--- src/rtl/acs_pkg.sv ---
package acs_pkg;

  // parity of the encoder word {u, state} masked by generator g
  function automatic logic code_bit(input logic u, input int unsigned st,
                                    input int unsigned g, input int unsigned mem);
    logic [31:0] w;
    w = (32'(u) << mem) | 32'(st);
    return ^(w & 32'(g));
  endfunction

  // {second, first} code bit, used as a branch-metric index
  function automatic logic [1:0] code_pair(input logic u, input int unsigned st,
                                           input int unsigned ga, input int unsigned gb,
                                           input int unsigned mem);
    return {code_bit(u, st, gb, mem), code_bit(u, st, ga, mem)};
  endfunction

endpackage

--- src/rtl/acs_bmu.sv ---
module acs_bmu #(
  parameter int unsigned SOFT_W = 3,
  localparam int unsigned BM_W  = SOFT_W + 1
) (
  input  logic [SOFT_W-1:0]      sym0_i,
  input  logic [SOFT_W-1:0]      sym1_i,
  output logic [3:0][BM_W-1:0]   bm_o
);
  localparam logic [SOFT_W-1:0] SMAX = {SOFT_W{1'b1}};

  for (genvar c = 0; c < 4; c++) begin : g_pair
    logic [SOFT_W-1:0] cost0, cost1;
    assign cost0   = c[0] ? (SMAX - sym0_i) : sym0_i;
    assign cost1   = c[1] ? (SMAX - sym1_i) : sym1_i;
    assign bm_o[c] = BM_W'(cost0) + BM_W'(cost1);
  end
endmodule

--- src/rtl/acs_butterfly.sv ---
module acs_butterfly
  import acs_pkg::*;
#(
  parameter int unsigned PM_W = 8,
  parameter int unsigned BM_W = 4,
  parameter int unsigned MEM  = 4,
  parameter int unsigned GA   = 32'o23,
  parameter int unsigned GB   = 32'o35,
  parameter int unsigned IDX  = 0
) (
  input  logic                  clk_i,
  input  logic                  rst_ni,
  input  logic [PM_W-1:0]       pm_even_i,
  input  logic [PM_W-1:0]       pm_odd_i,
  input  logic [3:0][BM_W-1:0]  bm_i,
  input  logic                  rescale_i,
  output logic [1:0][PM_W-1:0]  pm_o,   // [0]: state IDX, [1]: state IDX+half
  output logic [1:0]            dec_o
);
  localparam int unsigned SW = PM_W + 1;
  localparam logic [SW-1:0] RC = SW'(1) << (PM_W - 1);

  for (genvar u = 0; u < 2; u++) begin : g_half
    localparam logic [1:0] CE = code_pair(1'(u), 2 * IDX,     GA, GB, MEM);
    localparam logic [1:0] CO = code_pair(1'(u), 2 * IDX + 1, GA, GB, MEM);

    logic [SW-1:0] sum_e, sum_o, win, nxt;
    logic          pick_odd;

    assign sum_e    = SW'(pm_even_i) + SW'(bm_i[CE]);
    assign sum_o    = SW'(pm_odd_i)  + SW'(bm_i[CO]);
    assign pick_odd = sum_o < sum_e;  // tie keeps even predecessor
    assign win      = pick_odd ? sum_o : sum_e;
    assign nxt      = win - (rescale_i ? RC : '0);
    assign pm_o[u]  = nxt[PM_W-1:0];
    assign dec_o[u] = pick_odd;


    no_carry_chk: assert property (@(posedge clk_i) disable iff (!rst_ni)
      !sum_e[PM_W] && !sum_o[PM_W]);

    no_wrap_chk: assert property (@(posedge clk_i) disable iff (!rst_ni)
      rescale_i |-> (win >= RC));
  end
endmodule

--- src/rtl/acs_unit.sv ---
module acs_unit
  import acs_pkg::*;
#(
  parameter int unsigned CONSTR_LEN = 5,
  parameter int unsigned SOFT_W     = 3,
  parameter int unsigned PM_W       = 8,
  parameter int unsigned GEN_A      = 32'o23,
  parameter int unsigned GEN_B      = 32'o35,
  parameter int unsigned INIT_BIAS  = 32,
  localparam int unsigned MEM  = CONSTR_LEN - 1,
  localparam int unsigned NS   = 1 << MEM,
  localparam int unsigned HALF = NS / 2,
  localparam int unsigned BM_W = SOFT_W + 1
) (
  input  logic               clk_i,
  input  logic               rst_ni,
  input  logic               valid_i,
  input  logic [SOFT_W-1:0]  sym0_i,
  input  logic [SOFT_W-1:0]  sym1_i,
  output logic [NS-1:0]      dec_o,
  output logic               dec_valid_o,
  output logic [NS*PM_W-1:0] pm_o
);
  logic [3:0][BM_W-1:0]  bm;
  logic [NS-1:0][PM_W-1:0] pm_q, pm_d;
  logic [NS-1:0]         dec_d, msb;
  logic                  ovf;

  acs_bmu #(.SOFT_W(SOFT_W)) u_bmu (
    .sym0_i (sym0_i),
    .sym1_i (sym1_i),
    .bm_o   (bm)
  );

  // overflow detector: all metrics in upper half
  always_comb begin
    for (int s = 0; s < NS; s++) msb[s] = pm_q[s][PM_W-1];
  end
  assign ovf = &msb;

  for (genvar j = 0; j < HALF; j++) begin : g_bfly
    logic [1:0][PM_W-1:0] bpm;
    logic [1:0]           bdec;

    acs_butterfly #(
      .PM_W (PM_W), .BM_W (BM_W), .MEM (MEM),
      .GA   (GEN_A), .GB (GEN_B), .IDX (j)
    ) u_bfly (
      .clk_i     (clk_i),
      .rst_ni    (rst_ni),
      .pm_even_i (pm_q[2*j]),
      .pm_odd_i  (pm_q[2*j+1]),
      .bm_i      (bm),
      .rescale_i (ovf),
      .pm_o      (bpm),
      .dec_o     (bdec)
    );

    assign pm_d[j]       = bpm[0];
    assign pm_d[j+HALF]  = bpm[1];
    assign dec_d[j]      = bdec[0];
    assign dec_d[j+HALF] = bdec[1];
  end

  always_ff @(posedge clk_i or negedge rst_ni) begin
    if (!rst_ni) begin
      for (int s = 0; s < NS; s++) pm_q[s] <= (s == 0) ? '0 : PM_W'(INIT_BIAS);
      dec_o       <= '0;
      dec_valid_o <= 1'b0;
    end else begin
      dec_valid_o <= valid_i;
      if (valid_i) begin
        pm_q  <= pm_d;
        dec_o <= dec_d;
      end
    end
  end

  assign pm_o = pm_q;


  hold_chk: assert property (@(posedge clk_i) disable iff (!rst_ni)
    !valid_i |=> ($stable(pm_o) && $stable(dec_o)));

  dvalid_chk: assert property (@(posedge clk_i) disable iff (!rst_ni)
    valid_i |=> dec_valid_o);

  dvalid_low_chk: assert property (@(posedge clk_i) disable iff (!rst_ni)
    !valid_i |=> !dec_valid_o);

  rescale_drop_chk: assert property (@(posedge clk_i) disable iff (!rst_ni)
    (valid_i && ovf) |=> (pm_o[PM_W-1:0] < $past(pm_o[PM_W-1:0])));
endmodule

--- config.mk ---
export PLATFORM = sky130hd
export DESIGN_NAME = acs_unit
export DESIGN_NICKNAME = d
export VERILOG_FILES = /design/src/rtl/acs_pkg.sv /design/src/rtl/acs_bmu.sv /design/src/rtl/acs_butterfly.sv /design/src/rtl/acs_unit.sv
export SDC_FILE = /design/constraint.sdc
export NUM_CORES = 1
export LEC_CHECK = 0
export ABC_AREA = 0
export BUFFER_PORTS_ARGS = -buffer_cell sky130_fd_sc_hd__buf_4
export CAP_MARGIN = 0
export CELL_PAD_IN_SITES_DETAIL_PLACEMENT = 2
export CELL_PAD_IN_SITES_GLOBAL_PLACEMENT = 2
export CORE_MARGIN = 3
export CORE_UTILIZATION = 40
export CTS_CLUSTER_DIAMETER = 40
export DETAILED_ROUTE_END_ITERATION = 10
export PLACE_DENSITY = 0.84
export SYNTH_ARGS = -nofsm -noshare
export SYNTH_HDL_FRONTEND = slang
export SYNTH_HIERARCHICAL = 1
export SYNTH_SLANG_ARGS = --single-unit
--- constraint.sdc ---
create_clock -name clk_i -period 6.1 [get_ports clk_i]
set_input_delay 0.305 -clock clk_i [delete_from_list [all_inputs] [get_ports clk_i]]
set_output_delay 0.305 -clock clk_i [all_outputs]
set_load 0.05 [all_outputs]
==> impl_metrics.env, run 1 <==
export IMPL_cp_required_ns=6.48
export IMPL_core_mm2=0.04232
export IMPL_ys_types=39
export IMPL_synth_ff_type="dfrtp_1"
export IMPL_postSynthCellCount=1768
export IMPL_fin_tns_setup_ns=0
export IMPL_postRouteAntennaNets=0
export IMPL_cts_max_level=4
export IMPL_critPathSlowestCell="fa_1"
export IMPL_clk_pin_slew_ns=0.07
export IMPL_initial_utilization_pct=40.82
export IMPL_first_pass_iters=4
export IMPL_root_buffer="clkbuf_16"
export IMPL_drc=0
export IMPL_slew_viol_final=0
export IMPL_fin_cells=2476
export IMPL_final_common_cell="ha_1"
export IMPL_synth_edf_count=0
export IMPL_cts_sinks=145
export IMPL_antenna_cells=0
export IMPL_hold_viol=0
export IMPL_path_cells="buf_4, inv_1, ha_1, fa_1, ha_1, a211oi_1, nor2_1, o21a_1, xor2_1, inv_1, ha_1, and4_4, nand2_1, o21ai_2, mux2i_1, xnor2_1, mux2_2"
export IMPL_wl_um=65610
export IMPL_async_reset_ff_share_pct=100.0
export IMPL_drive_gt1_share_pct=23.96
export IMPL_fill_cells=4552
export IMPL_skew_ns=0.01367
export IMPL_synth_area_mm2=0.01727
export IMPL_hpwlAfterDp_um=50240
export IMPL_start_kind="primary input"
export IMPL_io_pins=154
export IMPL_fin_crit_sh_pct=83.66
export IMPL_final_cell_mix="ha_1 (268), buf_4 (163), nor2_1 (152), dfrtp_1 (130), a21oi_1 (130)"
export IMPL_layout_nets=2199
export IMPL_cts_buffers=17
export IMPL_antenna_found_initial=0
export IMPL_critical_path_max_stage_delay_ns=1.31
export IMPL_max_slew_margin_pct=18.94
export IMPL_fmax_ghz=0.1959
export IMPL_worst_pin_slew_ns=1.215
export IMPL_yosysWarnings=6
export IMPL_crit_family="adder cells"
export IMPL_grt_pass1_wl_um=101600
export IMPL_clock_path_buffers=2
export IMPL_die_height_um=213.8
export IMPL_status="completed"
export IMPL_portBuffers=153
export IMPL_hp_class="in2reg"
export IMPL_crit_top_cell="ha_1"
export IMPL_area_growth_syn_to_layout_pct=12.39
export IMPL_dp_cells=2443
export IMPL_num_rows=75
export IMPL_grt_pass1_vias=16740
export IMPL_timing_worst_setup_path_type="in2reg"
export IMPL_syn_nets=2081
export IMPL_die_w_um=213.8
export IMPL_path_max_fanout=16
export IMPL_worstSetupEndpointType="flip-flop"
export IMPL_maxCapViolations=0
export IMPL_place_congestion=0.8748
export IMPL_setup_violations=0
export IMPL_arrival_ns=5.49
export IMPL_drt_initial_drc_count=849
export IMPL_period_minus_slack_ns=5.103
export IMPL_die_area_mm2=0.04571
export IMPL_insertion_delay_ns=0.50
export IMPL_ys_seq_area_share_pct=21.11
export IMPL_num_vias=14680
export IMPL_cts_tree="built"
export IMPL_routedWlPerCell_um=26.50
export IMPL_synth_seq_cells=145
export IMPL_grt_max_degree=82
export IMPL_grt_overflow=0
export IMPL_synth_avg_cell_area_um2=9.770
export IMPL_routed_via_density=5.930
export IMPL_rsz0062_at_grt="false"
export IMPL_track_usage_pct=29.29
export IMPL_path_buf_inv=3
==> state kept, by name (all words and copies together) (netlist names) <==
register     flops
dec_o           16
dec_valid_o      1
pm_o           128
==> stage by stage <==
| step | util [%] | setup slack (ns) | cell area [µm²] | hold WS (ns) |
|---|---|---|---|---|
| after floorplan | - | 1.951 | 17270 | 0.009409 |
| after global placement | 44.33 | 1.056 | 18760 | 0.4299 |
| after detailed placement | 44.33 | 0.8147 | 18760 | 0.4413 |
| after CTS | 45.87 | 1.128 | 19410 | 0.1182 |
| after global routing | 45.87 | 0.7924 | 19410 | 0.1378 |
| final | 45.87 | 0.9965 | 19410 | 0.1378 |
==> cell usage after synthesis, types with 15 or more instances <==
cell	number	area share (%)
dfstp_2	15	2.3
buf_6	17	1.1
xnor2_1	92	4.7
a21oi_1	130	3.8
nor2b_1	24	0.87
inv_1	91	2.0
fa_1	36	4.2
nor2_1	152	3.3
nand2b_1	32	1.2
a211oi_2	24	1.7
o21ai_0	120	3.5
and3_1	24	0.87
mux2_4	76	6.6
a21o_1	56	2.4
buf_4	26	1.1
o2111ai_2	16	1.4
dfrtp_1	130	19
clkbuf_1	16	0.35
o21a_1	16	0.70
nand2_1	40	0.87
mux2i_1	16	0.93
a211oi_1	32	1.4
mux2_2	92	6.0
nand4_1	20	0.72
o21ai_2	16	0.81
ha_1	268	19
xor2_1	104	5.3
nand3_1	24	0.70
==> worst paths after layout <==
check / from / end / slack (ns) / cells past startpoint
max: sym0_i[0] / pm_o[87]$_DFFE_PN0P_ / 1.0 / 17
min: valid_i / dec_valid_o$_DFF_PN0_ / 0.14 / 1
max reg2reg: pm_o[88]$_DFFE_PN0P_ / pm_o[104]$_DFFE_PN0P_ / 2.00 / 12
min reg2reg: dec_o[0]$_DFFE_PN0P_ / dec_o[0]$_DFFE_PN0P_ / 0.52 / 1
max in group asynchronous: rst_ni / dec_o[11]$_DFFE_PN0P_ / 4.10 / 3
min in group asynchronous: rst_ni / dec_o[1]$_DFFE_PN0P_ / 0.46 / 2
==> layout make-up <==
| type | instances | area, µm² | share of cell area (%) |
|---|---|---|---|
| Sequential cell | 145 | 3647 | 18.79 |
| Inverter | 92 | 345.3 | 1.779 |
| Multi-Input combinational cell | 1464 | 12800 | 65.94 |
| Clock buffer | 18 | 439.2 | 2.262 |
| Timing Repair Buffer | 166 | 1256 | 6.471 |
| Tap cell | 577 | 721.9 | 3.719 |
| Clock inverter | 14 | 202.7 | 1.044 |
==> logic make-up after synthesis <==
group / after synthesis / share of synthesized area, %
AO/OA/AOI/OAI: 446 / 17.59
flip-flops: 145 / 21.11
buffers and inverters: 159 / 4.817
adder cells (fa/ha/maj): 304 / 23.58
XOR/XNOR: 196 / 9.938
multiplexers: 184 / 13.53
AND/OR/NAND/NOR: 334 / 9.431
==> routing by layer <==
layer | part of all wire [%] | track usage (%) | vias to the layer above | routed length (µm)
met5 | 0 | 0 | - | 0
met4 | 3.5 | 11.62 | 0 | 2327
met3 | 3.8 | 4.799 | 133 | 2507
met2 | 49 | 49.86 | 339 | 31860
met1 | 44 | 37.20 | 7625 | 28920
li1 | - | - | 6585 | -
==> repair_timing <==
action,in CTS,in global routing
hold buffers,1,0
buffers inserted,0,0
endpoints found under the setup margin,0,0
resized for setup,0,0
endpoints found under the hold margin,72,0
Power of run 1 is left out: the tool's default activity adds up to more than one toggle a clock period on the data nets, which glitch-free logic cannot reach.
==> run 2: changes to the inputs <==
ABC_AREA = 1   (was 0)
CORE_UTILIZATION = 32   (was 40)
PLACE_DENSITY = 0.8   (was 0.84)
clock period = 4.4 ns   (was 6.1 ns; I/O delays follow)
==> run 2 against run 1 <==
Against the previous run: final cell count is 50% higher; synthesized cell count is 59% higher; worst setup slack worse by 0.55 ns; wire length grew 15%; critical path depth increased by 5; global-route usage shrank 5.1 points; via count up 29%.
==> impl_metrics.env, run 2 <==
export IMPL_fin_crit_sh_pct=89.95
export IMPL_rsz0062_at_grt="false"
export IMPL_fmax_ghz=0.2527
export IMPL_die_area_mm2=0.06309
export IMPL_grt_max_degree=169
export IMPL_critPathSlowestCell="ha_1"
export IMPL_yosys_top_cells_count="nand2_1 (910), inv_1 (385), ha_1 (268)"
export IMPL_period_minus_slack_ns=3.958
export IMPL_cts_buffers=17
export IMPL_drc=0
export IMPL_hpwlAfterDp_um=61660
export IMPL_r2r_end="pm_o[7]$_DFFE_PN0P_"
export IMPL_setup_violations=0
export IMPL_hp_class="in2reg"
export IMPL_worst_pin_slew_ns=1.042
export IMPL_reg2regPathDepth=18
export IMPL_first_pass_iters=4
export IMPL_cp_required_ns=4.75
export IMPL_die_w_um=251.2
export IMPL_path_max_fanout=9
export IMPL_clock_path_buffers=2
export IMPL_hold_start="valid_i"
export IMPL_cts_sinks=145
export IMPL_worstSetupEndpointType="flip-flop"
export IMPL_critical_path_max_stage_delay_ns=0.60
export IMPL_portBuffers=153
export IMPL_yosysWarnings=6
export IMPL_grt_pass1_vias=21400
export IMPL_holdPathEnd="pm_o[61]$_DFFE_PN1P_"
export IMPL_path_cells="buf_4, inv_1, ha_1, inv_2, a21oi_1, nand2_1, ha_1, a21oi_1, o21ai_2, nand2_1, xor2_1, ha_1, nand2_1, a21oi_1, nor2_1, nand3_2, inv_1, nand2_1, nand3_1, nand2_1, nand2_1, o21ai_0"
export IMPL_max_slew_margin_pct=30.53
export IMPL_io_pins=154
export IMPL_track_usage_pct=24.19
export IMPL_ys_seq_area_share_pct=18.96
export IMPL_hold_viol=0
export IMPL_fin_cells=3711
export IMPL_cts_max_level=4
export IMPL_maxCapViolations=0
export IMPL_num_vias=18970
export IMPL_postSynthCellCount=2806
export IMPL_drt_initial_drc_count=793
export IMPL_synth_area_mm2=0.01924
export IMPL_core_mm2=0.05924
export IMPL_ys_types=32
export IMPL_ys_top_cells_by_area="nand2_1 (18%), ha_1 (17%), dfrtp_1 (17%)"
export IMPL_antenna_cells=0
export IMPL_antenna_found_initial=0
export IMPL_start_kind="primary input"
export IMPL_yosys_area_top_type="nand2_1"
export IMPL_clk_pin_slew_ns=0.07
export IMPL_reg2reg_from="pm_o[8]$_DFFE_PN0P_"
export IMPL_postRouteAntennaNets=0
export IMPL_root_buffer="clkbuf_16"
export IMPL_crit_top_cell="nand2_1"
export IMPL_r2r_setup_slack_ns=0.87
export IMPL_multi_input_area_mm2=0.01333
export IMPL_synth_seq_cells=145
export IMPL_wl_um=75710
export IMPL_initial_utilization_pct=32.47
export IMPL_arrival_ns=4.31
export IMPL_final_cell_mix="nand2_1 (910), inv_1 (385), ha_1 (268), buf_4 (178), nand3_1 (177)"
export IMPL_seqCellArea_mm2=0.003647
export IMPL_post_cts_buffers=0
export IMPL_whs_path_depth=3
export IMPL_synth_ff_type="dfrtp_1"
export IMPL_grt_overflow=0
export IMPL_synth_avg_cell_area_um2=6.856
export IMPL_dp_cells=3678
export IMPL_drive_gt1_share_pct=12.59
export IMPL_synth_edf_count=0
export IMPL_area_growth_syn_to_layout_pct=11.43
export IMPL_num_rows=89
export IMPL_grt_pass1_wl_um=119800
export IMPL_slew_viol_final=0
export IMPL_routed_via_density=5.113
export IMPL_final_common_cell="nand2_1"
export IMPL_yosysMostFrequentCell="nand2_1"
export IMPL_async_reset_ff_share_pct=100.0
export IMPL_layout_nets=3238
export IMPL_largest_reg_flops=128
export IMPL_routedWlPerCell_um=20.40
export IMPL_skew_ns=0.01657
export IMPL_timing_worst_setup_path_type="in2reg"
export IMPL_insertion_delay_ns=0.50
export IMPL_status="completed"
export IMPL_syn_nets=3119
export IMPL_synth_top_area_share_pct=17.76
export IMPL_fill_cells=7183
export IMPL_place_congestion=0.8655
export IMPL_cts_tree="built"
export IMPL_die_height_um=251.2
[run 2: cell types whose count changed after synthesis, moves of 46 or more]
cell and change:
nand3_1 +153, xor2_1 +46, mux2_4 -76, xnor2_1 -78
a21oi_1 -61, inv_1 +294, mux2_2 -92, o21ai_1 +112
nand2_1 +870
[run 2: logic make-up after synthesis]
logic type | count (synthesis) | synth area share, %
flip-flops | 145 | 18.96
AND/OR/NAND/NOR | 1354 | 30.15
adder cells (fa/ha/maj) | 304 | 21.18
buffers and inverters | 483 | 11.74
AO/OA/AOI/OAI | 356 | 10.50
XOR/XNOR | 164 | 7.467
[run 2: final cells by class]
cell class | instances | share of cell area [%]
clock buffers | 18 | 2.049
clock inverters | 14 | 0.5662
inverters | 400 | 7.063
multi-input cells | 2178 | 62.20
flip-flops and latches | 145 | 17.01
well taps | 773 | 4.512
repair buffers | 183 | 6.590
[run 2: worst max-delay path by stage]
stage | startpoint | to | cells past startpoint
finish | sym0_i[2] | pm_o[15]$_DFFE_PN0P_ | 22
global route | sym1_i[2] | pm_o[15]$_DFFE_PN0P_ | 23
CTS | sym0_i[2] | pm_o[99]$_DFFE_PN0P_ | 22
detailed placement | sym0_i[2] | pm_o[12]$_DFFE_PN0P_ | 23
global placement | sym0_i[0] | pm_o[104]$_DFFE_PN0P_ | 20
floorplan | sym0_i[0] | pm_o[83]$_DFFE_PN0P_ | 19
[run 2: stage by stage]
stage                     cell area (µm²)  hold WS [ns]  worst slack [ns]  TNS, ns  util (%)
after floorplan                     19240      -0.07559            0.8310        0         -
after global placement              20870        0.2768           0.06318        0     35.22
after detailed placement            20870        0.2780          -0.06732  -0.3185     35.22
after CTS                           21440        0.2313            0.4475        0     36.18
after global routing                21440        0.2684            0.1148        0     36.18
final                               21440        0.1861            0.4420        0     36.18
[run 2: timing repair]
item,in CTS,in global routing
endpoints found under the setup margin,0,0
gates resized for setup,0,0
hold buffers,1,0
hold endpoints to repair,55,0
[run 2: layer usage]
| metal | GRT usage [%] | wire [µm] |
|---|---|---|
| met1 | 29.78 | 33910 |
| met2 | 43.56 | 37850 |
| met3 | 3.052 | 1728 |
| met4 | 8.205 | 2213 |
| met5 | 0 | 0 |
[run 2: critical path, delay by kind of cell]
family | cells | cell delay [ns]
buf+inv | 4 | 0.45
fa+ha+maj | 3 | 1.41
simple gates | 9 | 1.33
xor+xnor | 1 | 0.25
compound gates | 5 | 0.63
Power of run 2 is left out for the same reason.
